[config.mk]
export PLATFORM = sky130hd
export DESIGN_NAME = sampled_pfd
export DESIGN_NICKNAME = d
export VERILOG_FILES = /design/src/rtl/pfd_pkg.sv /design/src/rtl/pfd_edge_detect.sv /design/src/rtl/pfd_flag_core.sv /design/src/rtl/pfd_pulse_width.sv /design/src/rtl/pfd_lock_monitor.sv /design/src/rtl/sampled_pfd.sv
export SDC_FILE = /design/constraint.sdc
export NUM_CORES = 1
export LEC_CHECK = 0
export ABC_AREA = 1
export ABC_CLOCK_PERIOD_IN_PS = 1800
export CORE_MARGIN = 8
export CORE_UTILIZATION = 65
export CTS_BUF_LIST = sky130_fd_sc_hd__clkbuf_8
export DETAILED_ROUTE_END_ITERATION = 10
export DONT_BUFFER_PORTS = 1
export GPL_TIMING_DRIVEN = 0
export PLACE_DENSITY = 0.78
export SYNTH_ARGS = -nofsm -noshare
export SYNTH_HDL_FRONTEND = slang
export SYNTH_SLANG_ARGS = --single-unit
[constraint.sdc]
create_clock -name clk -period 1.8 [get_ports clk]
set_clock_uncertainty 0.15 [all_clocks]
set_input_delay 0.27 -clock clk [delete_from_list [all_inputs] [get_ports clk]]
set_output_delay 0.27 -clock clk [all_outputs]
set_load 0.02 [all_outputs]
[src/rtl/pfd_pkg.sv]
package pfd_pkg;

    // Indices of the two compared inputs in the edge-detector vector
    localparam int unsigned SRC_SIG = 0;
    localparam int unsigned SRC_CMP = 1;
    localparam int unsigned NUM_SRC = 2;

    // Explicit charge-pump drive code
    typedef enum logic [1:0] {
        DRV_HIZ = 2'b00,
        DRV_UP  = 2'b01,
        DRV_DN  = 2'b10
    } drive_e;

    typedef struct packed {
        logic sig_rise;
        logic cmp_rise;
    } edges_t;

    typedef struct packed {
        logic up_pend;
        logic dn_pend;
    } flags_t;

    // Merge new edges into pending flags; once both are pending they cancel
    function automatic flags_t flags_next(flags_t cur, edges_t e);
        flags_t m;
        m.up_pend = cur.up_pend | e.sig_rise;
        m.dn_pend = cur.dn_pend | e.cmp_rise;
        if (m.up_pend && m.dn_pend) begin
            m = '0;
        end
        return m;
    endfunction

    function automatic drive_e flags_to_drive(flags_t f);
        drive_e d;
        unique case ({f.dn_pend, f.up_pend})
            2'b01:   d = DRV_UP;
            2'b10:   d = DRV_DN;
            default: d = DRV_HIZ;
        endcase
        return d;
    endfunction

endpackage

[src/rtl/pfd_edge_detect.sv]
module pfd_edge_detect #(
    parameter int unsigned NUM = 2
) (
    input  logic           clk,
    input  logic           rst,
    input  logic [NUM-1:0] din,
    output logic [NUM-1:0] rise
);

    for (genvar g = 0; g < NUM; g++) begin : g_lane
        logic prev_q;

        always_ff @(posedge clk) begin
            if (rst) begin
                prev_q <= 1'b0;
            end else begin
                prev_q <= din[g];
            end
        end

        assign rise[g] = din[g] & ~prev_q;
    end

endmodule

[src/rtl/pfd_flag_core.sv]
module pfd_flag_core
    import pfd_pkg::*;
(
    input  logic   clk,
    input  logic   rst,
    input  edges_t edg,
    output drive_e drive
);

    flags_t flags_q;

    always_ff @(posedge clk) begin
        if (rst) begin
            flags_q <= '0;
        end else begin
            flags_q <= flags_next(flags_q, edg);
        end
    end

    assign drive = flags_to_drive(flags_q);

endmodule

[src/rtl/pfd_pulse_width.sv]
module pfd_pulse_width #(
    parameter int unsigned WIDTH_W = 8
) (
    input  logic               clk,
    input  logic               rst,
    input  logic               perr,
    input  logic [WIDTH_W-1:0] thr,
    output logic               too_wide
);

    localparam logic [WIDTH_W-1:0] CNT_MAX = {WIDTH_W{1'b1}};

    logic [WIDTH_W-1:0] cnt_q;
    logic               pulse_end;

    always_ff @(posedge clk) begin
        if (rst) begin
            cnt_q <= '0;
        end else if (perr) begin
            cnt_q <= (cnt_q == CNT_MAX) ? cnt_q : cnt_q + 1'b1;
        end else begin
            cnt_q <= '0;
        end
    end

    // A nonzero count while the pulse is low marks its falling edge;
    // the count then holds the finished width in cycles.
    assign pulse_end = ~perr & (cnt_q != '0);

    // Flag a running pulse as soon as it is sure to exceed the threshold,
    // and a finished one whose measured width exceeds it.
    assign too_wide = (perr & (cnt_q >= thr)) | (pulse_end & (cnt_q > thr));

endmodule

[src/rtl/pfd_lock_monitor.sv]
module pfd_lock_monitor #(
    parameter int unsigned LOCK_PERIODS = 8,
    parameter int unsigned TIMEOUT_CYC  = 4096
) (
    input  logic clk,
    input  logic rst,
    input  logic cmp_rise,
    input  logic too_wide,
    output logic lock
);

    localparam int unsigned GW = $clog2(LOCK_PERIODS + 1);
    localparam int unsigned TW = $clog2(TIMEOUT_CYC + 1);
    localparam logic [GW-1:0] GOOD_MAX  = GW'(LOCK_PERIODS);
    localparam logic [GW-1:0] GOOD_LAST = GW'(LOCK_PERIODS - 1);
    localparam logic [TW-1:0] TMO_MAX   = TW'(TIMEOUT_CYC);

    logic [GW-1:0] good_q;
    logic [TW-1:0] idle_q;
    logic          viol_q;
    logic          lock_q;
    logic          expired;
    logic          fault;

    assign expired = (idle_q == TMO_MAX);
    assign fault   = too_wide | expired;

    always_ff @(posedge clk) begin
        if (rst) begin
            good_q <= '0;
            idle_q <= '0;
            viol_q <= 1'b0;
            lock_q <= 1'b0;
        end else begin
            // Cycles since the last feedback edge, saturating at the limit
            if (cmp_rise) begin
                idle_q <= '0;
            end else if (!expired) begin
                idle_q <= idle_q + 1'b1;
            end

            // A violation marks the current feedback period bad
            viol_q <= cmp_rise ? 1'b0 : (viol_q | fault);

            if (cmp_rise) begin
                if (viol_q || fault) begin
                    good_q <= '0;
                end else if (good_q != GOOD_MAX) begin
                    good_q <= good_q + 1'b1;
                end
            end else if (fault) begin
                good_q <= '0;
            end

            if (fault) begin
                lock_q <= 1'b0;
            end else if (cmp_rise && !viol_q && (good_q >= GOOD_LAST)) begin
                lock_q <= 1'b1;
            end
        end
    end

    assign lock = lock_q;

endmodule

[src/rtl/sampled_pfd.sv]
module sampled_pfd
    import pfd_pkg::*;
#(
    parameter int unsigned WIDTH_W      = 8,
    parameter int unsigned LOCK_PERIODS = 8,
    parameter int unsigned TIMEOUT_CYC  = 4096
) (
    input  logic               clk,
    input  logic               rst,
    input  logic               sig_i,
    input  logic               cmp_i,
    input  logic [WIDTH_W-1:0] thr_i,
    output logic               up_o,
    output logic               dn_o,
    output logic               oe_o,
    output logic               perr_o,
    output logic               lock_o
);

    logic [NUM_SRC-1:0] raw_in;
    logic [NUM_SRC-1:0] rise;
    edges_t             edg;
    drive_e             drive;
    logic               perr;
    logic               too_wide;

    assign raw_in[SRC_SIG] = sig_i;
    assign raw_in[SRC_CMP] = cmp_i;

    pfd_edge_detect #(
        .NUM (NUM_SRC)
    ) i_edges (
        .clk  (clk),
        .rst  (rst),
        .din  (raw_in),
        .rise (rise)
    );

    assign edg.sig_rise = rise[SRC_SIG];
    assign edg.cmp_rise = rise[SRC_CMP];

    pfd_flag_core i_core (
        .clk   (clk),
        .rst   (rst),
        .edg   (edg),
        .drive (drive)
    );

    assign up_o = (drive == DRV_UP);
    assign dn_o = (drive == DRV_DN);
    assign oe_o = (drive != DRV_HIZ);
    assign perr = up_o | dn_o;
    assign perr_o = perr;

    pfd_pulse_width #(
        .WIDTH_W (WIDTH_W)
    ) i_width (
        .clk      (clk),
        .rst      (rst),
        .perr     (perr),
        .thr      (thr_i),
        .too_wide (too_wide)
    );

    pfd_lock_monitor #(
        .LOCK_PERIODS (LOCK_PERIODS),
        .TIMEOUT_CYC  (TIMEOUT_CYC)
    ) i_lock (
        .clk      (clk),
        .rst      (rst),
        .cmp_rise (edg.cmp_rise),
        .too_wide (too_wide),
        .lock     (lock_o)
    );

endmodule

==> summary.txt, run 1 <==
Cells and area
  • Combined area of the multi-input logic cells: 1040 um^2
  • Post-route cell area: 2070 um^2
  • Most frequent cells in the layout: 43 x inv_1, 33 x nand2_1, 23 x dfxtp_1, 20 x nor2_1, 20 x a21oi_1
  • Ratio of cells with drive above 1 in the final layout: 23.2%
  • Antenna diode count: 0
  • Fillcell total: 202
  • Area delta synth->final: 15.5%
  • Fin cells: 290
  • Nets: 286
  • Commonest non-fill, non-tap cell in the layout: inv_1
  • Sequential cell area: 638 um^2

Global routing
  • Initial antenna violation count: 0
  • Global route total overflow: 0
  • First-pass GRT wire length: 5800 um
  • Vias in the first global route: 1398
  • Largest net degree at the start of global routing: 11
  • GRT Total Usage: 16.4%

Detailed routing
  • Vias: 1521
  • DRT iter0 DRCs: 78
  • DR WL/cell: 11.8 um
  • Drt drc: 0
  • Initial DRT Pass Iterations: 4
  • DRT antenna net count: 0
  • DR vias/cell: 5.24
  • Routed WL: 3420 um

Placement
  • Dpl hpwl: 2410 um
  • Worst slack at placement: 11.2 ps
  • RePlAce Congestion: 0.812
  • Placed Instances: 276
  • Area after DPL: 1830 um^2
  • Port bufs: 0

Power and ir drop
  • Power, Total: 1.41 mW
  • Max VDD drop: 0.635 mV
  • Pwr dens: 682 nW/um^2
  • Leakage power: 0.979 nW

Logic synthesis
  • Ys Warns: 0
  • Synthesized Nets: 273
  • Mapped Cells: 245
  • Netlist cell types: 31
  • Sequential-to-total area share from yosys stat: 34.7%
  • Syn_area_per_cell: 7.30 um^2
  • Number of synthesized register bits: 31
  • Synthesized cell area: 1790 um^2

Clock tree
  • CTS Buffer Depth: 2
  • CTS tree: done
  • CTS Buf Count: 5
  • Clk_lat worst skew: 280 ps
  • CTS root buffer: clkbuf_8
  • Clock H-tree levels: 2
  • TritonCTS Sinks: 31
  • Clk slew on worst S/H paths: 60 ps

Setup path
  • CP startpoint: i_width.cnt_q[4]$_SDFFE_PP0P_
  • Crit Path Max Fanout: 4
  • Startpoint types: flip-flop
  • Crit path to: i_lock.good_q[1]$_SDFFE_PP0P_
  • Crit Path Category: reg2reg
  • Crit path DAT: 1810 ps
  • Reg-to-reg endpoint: i_lock.good_q[1]$_SDFFE_PP0P_
  • CP Data Required Time: 1870 ps
  • R2r worst-path depth: 12
  • Reg2Reg Setup Slack: 60 ps
  • Worst flop-to-flop path startpoint: i_width.cnt_q[4]$_SDFFE_PP0P_
  • Setup crit end kind: flip-flop

Worst hold path
  • Tightest Hold Check Type: in2reg
  • Hold Crit Depth: 3

Floorplan
  • Starting Density: 66.6%
  • Die Wd: 68.5 um
  • Ports: 17
  • Die extent in y: 68.5 um
  • Die area: 4690 um^2
  • Core Area: 2690 um^2
  • FP Rows: 19

Timing
  • Slew HR: 76.3%
  • Slew Viols, Final: 0
  • Final WS setup: 63.3 ps
  • FMAX: 576 MHz
  • Slew at the pin closest to its max-slew limit: 354 ps
  • Setup TNS: 0 ps
  • # setup viols final: 0
  • Tmin final: 1740 ps
  • Final hold violation count: 0
  • Tcrit/Tclk final: 96.5%

Run
  • Max Cap Viol: 0

Outcome
  • Status: finished clean
-- per-layer routing --
metal  track usage (%)  up-vias  wire, um
li1                  -      807         -
met1              19.0      688      1590
met2              27.1       19      1620
met3              5.89        7       164
met4              6.14        0        44
met5                 0        -         0
-- worst min-delay path by stage --
| stage | endpoint | startpoint |
|---|---|---|
| floorplan | i_edges.g_lane[0].prev_q$_SDFF_PP0_ | rst |
| global placement | i_edges.g_lane[0].prev_q$_SDFF_PP0_ | rst |
| detailed placement | i_edges.g_lane[0].prev_q$_SDFF_PP0_ | rst |
| CTS | i_width.cnt_q[7]$_SDFFE_PP0P_ | rst |
| global route | i_width.cnt_q[7]$_SDFFE_PP0P_ | rst |
| finish | i_width.cnt_q[7]$_SDFFE_PP0P_ | rst |
-- cells by family after synthesis --
group	count (synthesis)	share of synthesized area (%)
simple gates	93	25.9
buf+inv	54	11.7
compound gates	47	14.5
flops	31	34.7
fa+ha+maj	16	11.2
xor+xnor	4	1.96
-- stage by stage --
step / hold slack, ps / util, %
3_5_place_dp: 197 / 68.0
5_1_grt: 29.3 / 76.9
2_1_floorplan: 192 / -
3_3_place_gp: 195 / 68.0
4_1_cts: 72.1 / 72.3
6_report: 21.3 / 76.9
-- worst max-delay path, stage by stage, from the launching register on --
cell	delay (ps)
dfxtp_2	340
ha_1	280
nand2_2	70
inv_1	50
nand2_1	70
nor2_1	50
nor2_1	100
nand2_1	90
nand2_4	100
nand2_4	50
nor2_4	150
nand2_2	60
a21oi_2	100
-- synthesized netlist by cell type --
master / number / share of area [%]
nor2_4: 2 / 1.3
o21ai_0: 11 / 3.1
inv_2: 7 / 1.5
or2_0: 1 / 0.35
inv_1: 44 / 9.2
o21ai_1: 6 / 1.7
nor3_2: 3 / 1.7
buf_4: 1 / 0.42
nor3_1: 3 / 0.84
nand2_2: 3 / 1.0
clkinv_1: 1 / 0.21
nor2_2: 3 / 1.0
ha_1: 16 / 11
a21oi_2: 2 / 0.98
dfxtp_1: 31 / 35
nand3_1: 7 / 2.0
o21a_1: 3 / 1.3
xnor2_1: 1 / 0.49
xor2_1: 3 / 1.5
clkbuf_4: 1 / 0.42
nor2_1: 21 / 4.4
a31oi_1: 1 / 0.35
a21oi_1: 21 / 5.9
o21bai_1: 1 / 0.42
and3_1: 1 / 0.35
nand4_1: 6 / 2.1
o31ai_1: 1 / 0.42
nand2_1: 38 / 8.0
a211o_1: 1 / 0.49
nand3_2: 4 / 2.2
nand2_4: 1 / 0.63
-- power by group --
part	switching [mW]	internal (mW)	leakage (nW)
Clock	0.247	0.259	0.0505
Combinational	0.108	0.0731	0.671
Sequential	0.0188	0.703	0.257
Total	0.374	1.03	0.979
-- flip-flops by register name, summed over array words and instances, names as in the netlist --
signal,cells
i_edges.g_lane.prev_q,2
i_core.flags_q,2
i_lock.idle_q,13
i_lock.good_q,4
i_lock.viol_q,1
i_lock.lock,1
i_width.cnt_q,8
-- timing repair --
item / in CTS / in global routing
setup endpoints to repair: 2 / 8
buffers inserted: 0 / 3
gates resized for setup: 4 / 24
pin swaps: 0 / 6
hold buffers: 3 / 0
cloned: 0 / 0
endpoints found under the hold margin: 7 / 0
-- layout make-up --
| type | instances | area share, % |
|---|---|---|
| Multi-Input combinational cell | 160 | 50.6 |
| Sequential cell | 31 | 30.9 |
| Inverter | 52 | 9.45 |
| Clock buffer | 5 | 3.33 |
| Timing Repair Buffer | 6 | 2.54 |
| Tap cell | 31 | 1.88 |
| Buffer | 2 | 0.727 |
| Clock inverter | 3 | 0.606 |
No activity file was read; power rests on OpenSTA's default activity.
==> run 2, diff against run 1 <==
- SYNTH_HIERARCHICAL: unset -> 1
==> run 2 against run 1 <==
Die area up 3.0%; via count increased by 15%; combinational power up 5%; highest routed layer unchanged; wire length rose by 35%; core utilization is 7.4 points higher; the run now ends with setup timing left.
==> summary.txt, run 2 <==
Timing
  • Setup repair after global routing missed its margin: yes
  • Slew HR: 55.0% (-21 points)
  • Slew Viols, Final: 0 (unchanged)
  • Final hold violation count: 0 (unchanged)
  • Setup TNS: -274 ps (-274 ps)
  • Slew at the pin closest to its max-slew limit: 673 ps (+319 ps)
  • Tcrit/Tclk final: 104% (+7.4 points)
  • FMAX: 535 MHz (-7.1%)
  • Final WS setup: -70.3 ps (-134 ps)
  • Tmin final: 1870 ps (+134 ps)
  • # setup viols final: 6 (+6)

Logic synthesis
  • Sequential-to-total area share from yosys stat: 33.4% (-1.3 points)
  • Synth top cells by count: 55 x inv_1, 45 x nand2_1, 39 x nor2_1
  • Mapped Cells: 270 (+10%)
  • Netlist cell types: 23 (-26%)
  • EDFF count, synth: 0 (unchanged)
  • Number of synthesized register bits: 31 (unchanged)
  • Synth top area cells: dfxtp_1 33%, ha_1 11%, inv_1 11%
  • Main flop type after synthesis: dfxtp_1
  • Ys Warns: 6 (+6)
  • Most frequent cell after synthesis: inv_1
  • Syn_area_per_cell: 6.89 um^2 (-5.7%)
  • Synthesized cell area: 1860 um^2 (+3.9%)
  • Synthesized Nets: 299 (+9.5%)
  • Ys async rst share: 0% (unchanged)
  • Top cell type's share of synthesized area: 33.4% (-1.3 points)
  • Synth area leader: dfxtp_1

Clock tree
  • CTS Buffer Depth: 2 (unchanged)
  • Clk slew on worst S/H paths: 60 ps (about the same)
  • CTS root buffer: clkbuf_8
  • TritonCTS Sinks: 31 (unchanged)
  • Clock H-tree levels: 2 (unchanged)
  • CTS tree: done
  • CTS Buf Count: 5 (unchanged)
  • Clk_lat worst skew: 280 ps (about the same)

Cells and area
  • Fillcell total: 160 (-21%)
  • Top Registers: i_lock/idle_q x13, i_width/cnt_q x8, i_lock/good_q x4
  • Post-route cell area: 2300 um^2 (+12%)
  • Fin cells: 322 (+11%)
  • Commonest non-fill, non-tap cell in the layout: inv_1
  • Area delta synth->final: 24.0%
  • Antenna diode count: 0 (unchanged)
  • Most frequent cells in the layout: 54 x inv_1, 42 x nand2_1, 33 x nor2_1, 21 x dfxtp_1, 20 x nand3_1
  • Ratio of cells with drive above 1 in the final layout: 22.0% (-1.2 points)
  • Largest register FFs: 13 (unchanged)
  • Nets: 320 (+12%)
  • Largest Register: i_lock/idle_q

Power and ir drop
  • Leakage power: 1.05 nW (+6.9%)
  • Pwr dens: 623 nW/um^2 (-8.7%)
  • Power, Total: 1.44 mW (+1.9%)
  • Max VDD drop: 0.800 mV (+26%)

Worst hold path
  • Tightest Hold Check Type: in2reg
  • HP Start: rst

Floorplan
  • Ports: 17 (unchanged)
  • FP Rows: 19 (unchanged)
  • Core Area: 2730 um^2 (+1.8%)
  • Starting Density: 68.0% (+1.4 points)
  • Die Wd: 69.5 um (+1.5%)
  • Die extent in y: 69.5 um (+1.5%)
  • Die area: 4830 um^2 (+3.0%)

Global routing
  • GRT Total Usage: 18.6% (+2.2 points)
  • First-pass GRT wire length: 7390 um (+27%)
  • Vias in the first global route: 1662 (+19%)
  • Largest net degree at the start of global routing: 11 (unchanged)
  • Initial antenna violation count: 0 (unchanged)
  • Global route total overflow: 0 (unchanged)

Detailed routing
  • Initial DRT Pass Iterations: 4 (unchanged)
  • Drt drc: 0 (unchanged)
  • DRT antenna net count: 0 (unchanged)
  • Routed WL: 4600 um (+35%)
  • DR vias/cell: 5.41 (+3.2%)
  • Vias: 1743 (+15%)
  • DRT iter0 DRCs: 113 (+45%)
  • DR WL/cell: 14.3 um (+21%)

Setup path
  • Crit path DAT: 1910 ps (+100 ps)
  • Setup crit end kind: flip-flop
  • Crit Path Max Fanout: 4 (unchanged)
  • Crit Path Category: reg2reg
  • CP startpoint: i_width/cnt_q[3]$_SDFFE_PP0P_
  • Worst flop-to-flop path startpoint: i_width/cnt_q[3]$_SDFFE_PP0P_
  • Startpoint types: flip-flop
  • CP Data Required Time: 1840 ps (-30 ps)

Placement
  • Port bufs: 0 (unchanged)
  • Dpl hpwl: 2490 um (+3.4%)
  • Area after DPL: 1900 um^2 (+4.0%)
  • Worst slack at placement: -198 ps (-210 ps)
  • RePlAce Congestion: 0.792 (-2.5%)
  • Placed Instances: 301 (+9.1%)

Run
  • Max Cap Viol: 0 (unchanged)

Outcome
  • Failing checks: setup timing
  • Status: complete, but fails checks
## run 2: where the power goes
| group | leakage (nW) | internal [mW] | switching [mW] |
|---|---|---|---|
| combinational | 0.740 | 0.0734 | 0.116 |
| sequential | 0.258 | 0.692 | 0.0113 |
| clock | 0.0470 | 0.299 | 0.243 |
| total | 1.05 | 1.06 | 0.371 |
## run 2: final cells by class
type	instances	area [um^2]	area share (%)
Clock buffer	6	82.6	3.58
Sequential cell	31	651	28.2
Inverter	56	210	9.12
Tap cell	31	38.8	1.68
Timing Repair Buffer	14	115	4.99
Clock inverter	1	5.00	0.217
Multi-Input combinational cell	183	1200	52.2
## run 2: layer usage
| layer | wire length, um | part of all wire, % | vias to the layer above | global-route usage (%) |
|---|---|---|---|---|
| li1 | - | - | 891 | - |
| met1 | 1920 | 42 | 773 | 20.3 |
| met2 | 2280 | 50 | 62 | 32.1 |
| met3 | 251 | 5.5 | 17 | 4.29 |
| met4 | 150 | 3.3 | 0 | 10.5 |
| met5 | 0 | 0 | - | 0 |
## run 2: stage by stage
| stage | hold slack (ps) | utilization [%] |
|---|---|---|
| 6_report | 143 | 84.3 |
| 5_1_grt | 170 | 84.3 |
| 4_1_cts | 13.7 | 82.5 |
| 3_5_place_dp | 198 | 69.5 |
| 3_3_place_gp | 194 | 69.5 |
| 2_1_floorplan | 192 | - |
## run 2: worst max-delay path: stages, from the launching register on
cell	delay [ps]
dfxtp_4	360
ha_4	270
nand2_2	50
nor2_2	140
nand3_2	120
a21oi_2	160
nor2_2	60
inv_2	120
buf_4	140
nand4_1	90
nand2_1	80
nor2_1	40
## run 2: repair_timing
item | CTS | global route
endpoints found under the hold margin | 3 | 2
setup endpoints to repair | 14 | 12
pin swaps | 16 | 7
resized for setup | 38 | 7
hold buffers | 3 | 1
setup buffers | 8 | 2
## run 2: path summary, 6_finish.rpt
check	slack, ps	to	cells after the start
worst max-delay path	-70	i_lock/good_q[1]$_SDFFE_PP0P_	11
worst max register to register	-70	i_lock/good_q[1]$_SDFFE_PP0P_	11
worst min register to register	320	i_lock/idle_q[10]$_SDFFE_PP0N_	2
worst min-delay path	140	i_lock/good_q[0]$_SDFFE_PP0P_	5
## run 2: kinds of logic (layout without fill, tap and decap cells)
logic type | Yosys count | count (layout) | synth area share, %
AND/OR/NAND/NOR | 130 | 130 | 33.0
XOR/XNOR | 2 | 2 | 0.942
flip-flops | 31 | 31 | 33.4
buffers and inverters | 56 | 77 | 11.3
AO/OA/AOI/OAI | 34 | 34 | 9.89
adder cells (fa/ha/maj) | 17 | 17 | 11.4
==> run 3, diff against run 2 <==
--- a/config.mk
+++ b/config.mk
@@ -9,2 +9,3 @@
 export ABC_CLOCK_PERIOD_IN_PS = 1800
+export CORE_ASPECT_RATIO = 2
 export CORE_MARGIN = 8
==> constraint.sdc (replaced) <==
create_clock -name clk -period 1.8 [get_ports clk]
set_clock_uncertainty 0.15 [all_clocks]
set_input_delay 0.36 -clock clk [delete_from_list [all_inputs] [get_ports clk]]
set_output_delay 0.36 -clock clk [all_outputs]
set_load 0.02 [all_outputs]
==> run 3 against run 2 <==
The run still ends with setup timing left; setup slack improved by 25 ps; register-to-register slack improved by 20 ps; non-clock buffer count fell by 2; global-route usage rose by 0.095 points; highest routed layer unchanged; critical path type unchanged; sequential share of layout area rose by 0.42 points; final cell count fell by 0.93%; flip-flop and latch count did not move; largest cell class unchanged.
==> summary.txt, run 3 (synthesis gave the netlist of run 2 again) <==
Timing
  • Slew Viols, Final: 0 (unchanged)
  • Final hold violation count: 0 (unchanged)
  • Setup repair after global routing missed its margin: yes
  • # setup viols final: 4 (-2)
  • FMAX: 542 MHz (+1.3%)
  • Tmin final: 1850 ps (-24.6 ps)
  • Slew HR: 56.5% (+1.5 points)
  • Final WS setup: -45.7 ps (+24.6 ps)
  • Slew at the pin closest to its max-slew limit: 650 ps (-22.7 ps)
  • Tcrit/Tclk final: 103% (-1.4 points)

Setup path
  • CP Data Required Time: 1870 ps (+30 ps)
  • CP startpoint: i_width/cnt_q[5]$_SDFFE_PP0P_
  • Crit path DAT: 1920 ps (about the same)
  • Crit Path Category: reg2reg
  • Setup crit end kind: flip-flop
  • Worst flop-to-flop path startpoint: i_width/cnt_q[5]$_SDFFE_PP0P_
  • Startpoint types: flip-flop
  • Crit Path Max Fanout: 4 (unchanged)

Worst hold path
  • Tightest Hold Check Type: in2reg
  • HP Start: sig_i

Cells and area
  • Nets: 318 (-0.63%)
  • Post-route cell area: 2270 um^2 (-1.5%)
  • Fillcell total: 194 (+21%)
  • Most frequent cells in the layout: 55 x inv_1, 42 x nand2_1, 34 x nor2_1, 21 x dfxtp_1, 20 x nand3_1
  • Commonest non-fill, non-tap cell in the layout: inv_1
  • Area delta synth->final: 22.1%
  • Sequential cell area: 651 um^2 (unchanged)
  • Combined area of the multi-input logic cells: 1200 um^2 (-0.52%)
  • Ratio of cells with drive above 1 in the final layout: 21.7% (-0.27 points)
  • Antenna diode count: 0 (unchanged)
  • Largest register FFs: 13 (unchanged)
  • Largest Register: i_lock/idle_q
  • Top Registers: i_lock/idle_q x13, i_width/cnt_q x8, i_lock/good_q x4

Outcome
  • Status: complete, but fails checks
  • Failing checks: setup timing

Global routing
  • Vias in the first global route: 1817 (+9.3%)
  • First-pass GRT wire length: 7290 um (-1.4%)
  • Global route total overflow: 0 (unchanged)
  • GRT Total Usage: 18.7% (+0.095 points)
  • Largest net degree at the start of global routing: 11 (unchanged)
  • Initial antenna violation count: 0 (unchanged)

Detailed routing
  • DR WL/cell: 13.4 um (-6.2%)
  • DRT iter0 DRCs: 31 (-73%)
  • Routed WL: 4280 um (-7.1%)
  • Vias: 1736 (-0.40%)
  • Drt drc: 0 (unchanged)
  • DRT antenna net count: 0 (unchanged)
  • DR vias/cell: 5.44 (+0.54%)
  • Initial DRT Pass Iterations: 4 (unchanged)

Floorplan
  • Die area: 4930 um^2 (+2.1%)
  • FP Rows: 27 (+8)
  • Die extent in y: 91.6 um (+32%)
  • Ports: 17 (unchanged)
  • Die Wd: 53.8 um (-23%)
  • Core Area: 2740 um^2 (about the same)
  • Starting Density: 67.9% (about the same)

Clock tree
  • TritonCTS Sinks: 31 (unchanged)
  • CTS tree: done
  • Clock H-tree levels: 2 (unchanged)
  • Clk slew on worst S/H paths: 60 ps (about the same)
  • CTS Buffer Depth: 2 (unchanged)
  • CTS Buf Count: 5 (unchanged)
  • CTS root buffer: clkbuf_8
  • Clk_lat worst skew: 280 ps (about the same)

Placement
  • Area after DPL: 1900 um^2 (-0.13%)
  • Dpl hpwl: 3030 um (+22%)
  • Port bufs: 0 (unchanged)
  • RePlAce Congestion: 0.808 (+2.1%)
  • Worst slack at placement: -216 ps (-17.2 ps)

Power and ir drop
  • Leakage power: 1.04 nW (-0.16%)
  • Max VDD drop: 0.712 mV (-11%)
  • Pwr dens: 609 nW/um^2 (-2.2%)

Run
  • Max Cap Viol: 0 (unchanged)
==> run 3: layout make-up <==
type	count	area share, %
inverter	56	9.26
clock inverter	3	0.551
multi-input combinational	183	52.7
timing repair buffer	12	4.24
sequential	31	28.7
tap	29	1.60
clock buffer	5	3.03
==> run 3: power breakdown <==
group | switching (mW) | leakage (nW) | total [mW] | internal [mW]
logic | 0.107 | 0.735 | 0.178 | 0.0707
clock network | 0.244 | 0.0505 | 0.503 | 0.259
registers | 0.0110 | 0.258 | 0.702 | 0.691
==> run 3: critical path: stages (launching register included) <==
cell and delay (ps):
dfxtp_4 350, ha_4 250, nand2_1 70, a21oi_1 70
nor2_1 150, nand2_1 80, nor2_1 100, nor2_1 60
inv_2 130, nand3_4 100, nor2_4 120, nand2_1 70
nor2_1 90
==> run 3: final timing paths <==
check,end,slack (ps),cells after the start
setup / recovery,i_lock/good_q[1]$_SDFFE_PP0P_,-50,12
hold / removal,i_edges/g_lane[0].prev_q$_SDFF_PP0_,60,2
setup reg to reg,i_lock/good_q[1]$_SDFFE_PP0P_,-50,12
hold reg to reg,i_lock/idle_q[10]$_SDFFE_PP0N_,330,2
==> run 3: per-stage QoR <==
step | util (%) | hold WS [ps] | TNS (ps) | std cells | total power [mW]
after floorplan | - | 282 | 0 | 270 | 0.835
after global placement | 69.4 | 285 | -1540 | 299 | 0.859
after detailed placement | 69.4 | 287 | -1960 | 299 | 0.863
after CTS | 79.9 | 56.3 | -9.54 | 315 | 1.38
after global routing | 83.0 | 74.9 | -599 | 319 | 1.45
final | 83.0 | 59.0 | -142 | 319 | 1.38
==> run 3: routing by layer <==
layer / part of all wire [%] / GRT usage [%] / routed length (um)
met3: 2.2 / 3.88 / 92
met5: 0 / 0 / 0
met1: 32 / 14.7 / 1380
met2: 63 / 38.3 / 2700
met4: 2.3 / 7.63 / 99
==> run 3: timing repair <==
item                                    4_1_cts  5_1_grt
endpoints found under the setup margin       15        9
hold endpoints to repair                      2        0
buffers inserted                              7        4
cloned                                        0        0
hold buffers                                  1        0
resized for setup                            32       12
pin swaps                                    14       12
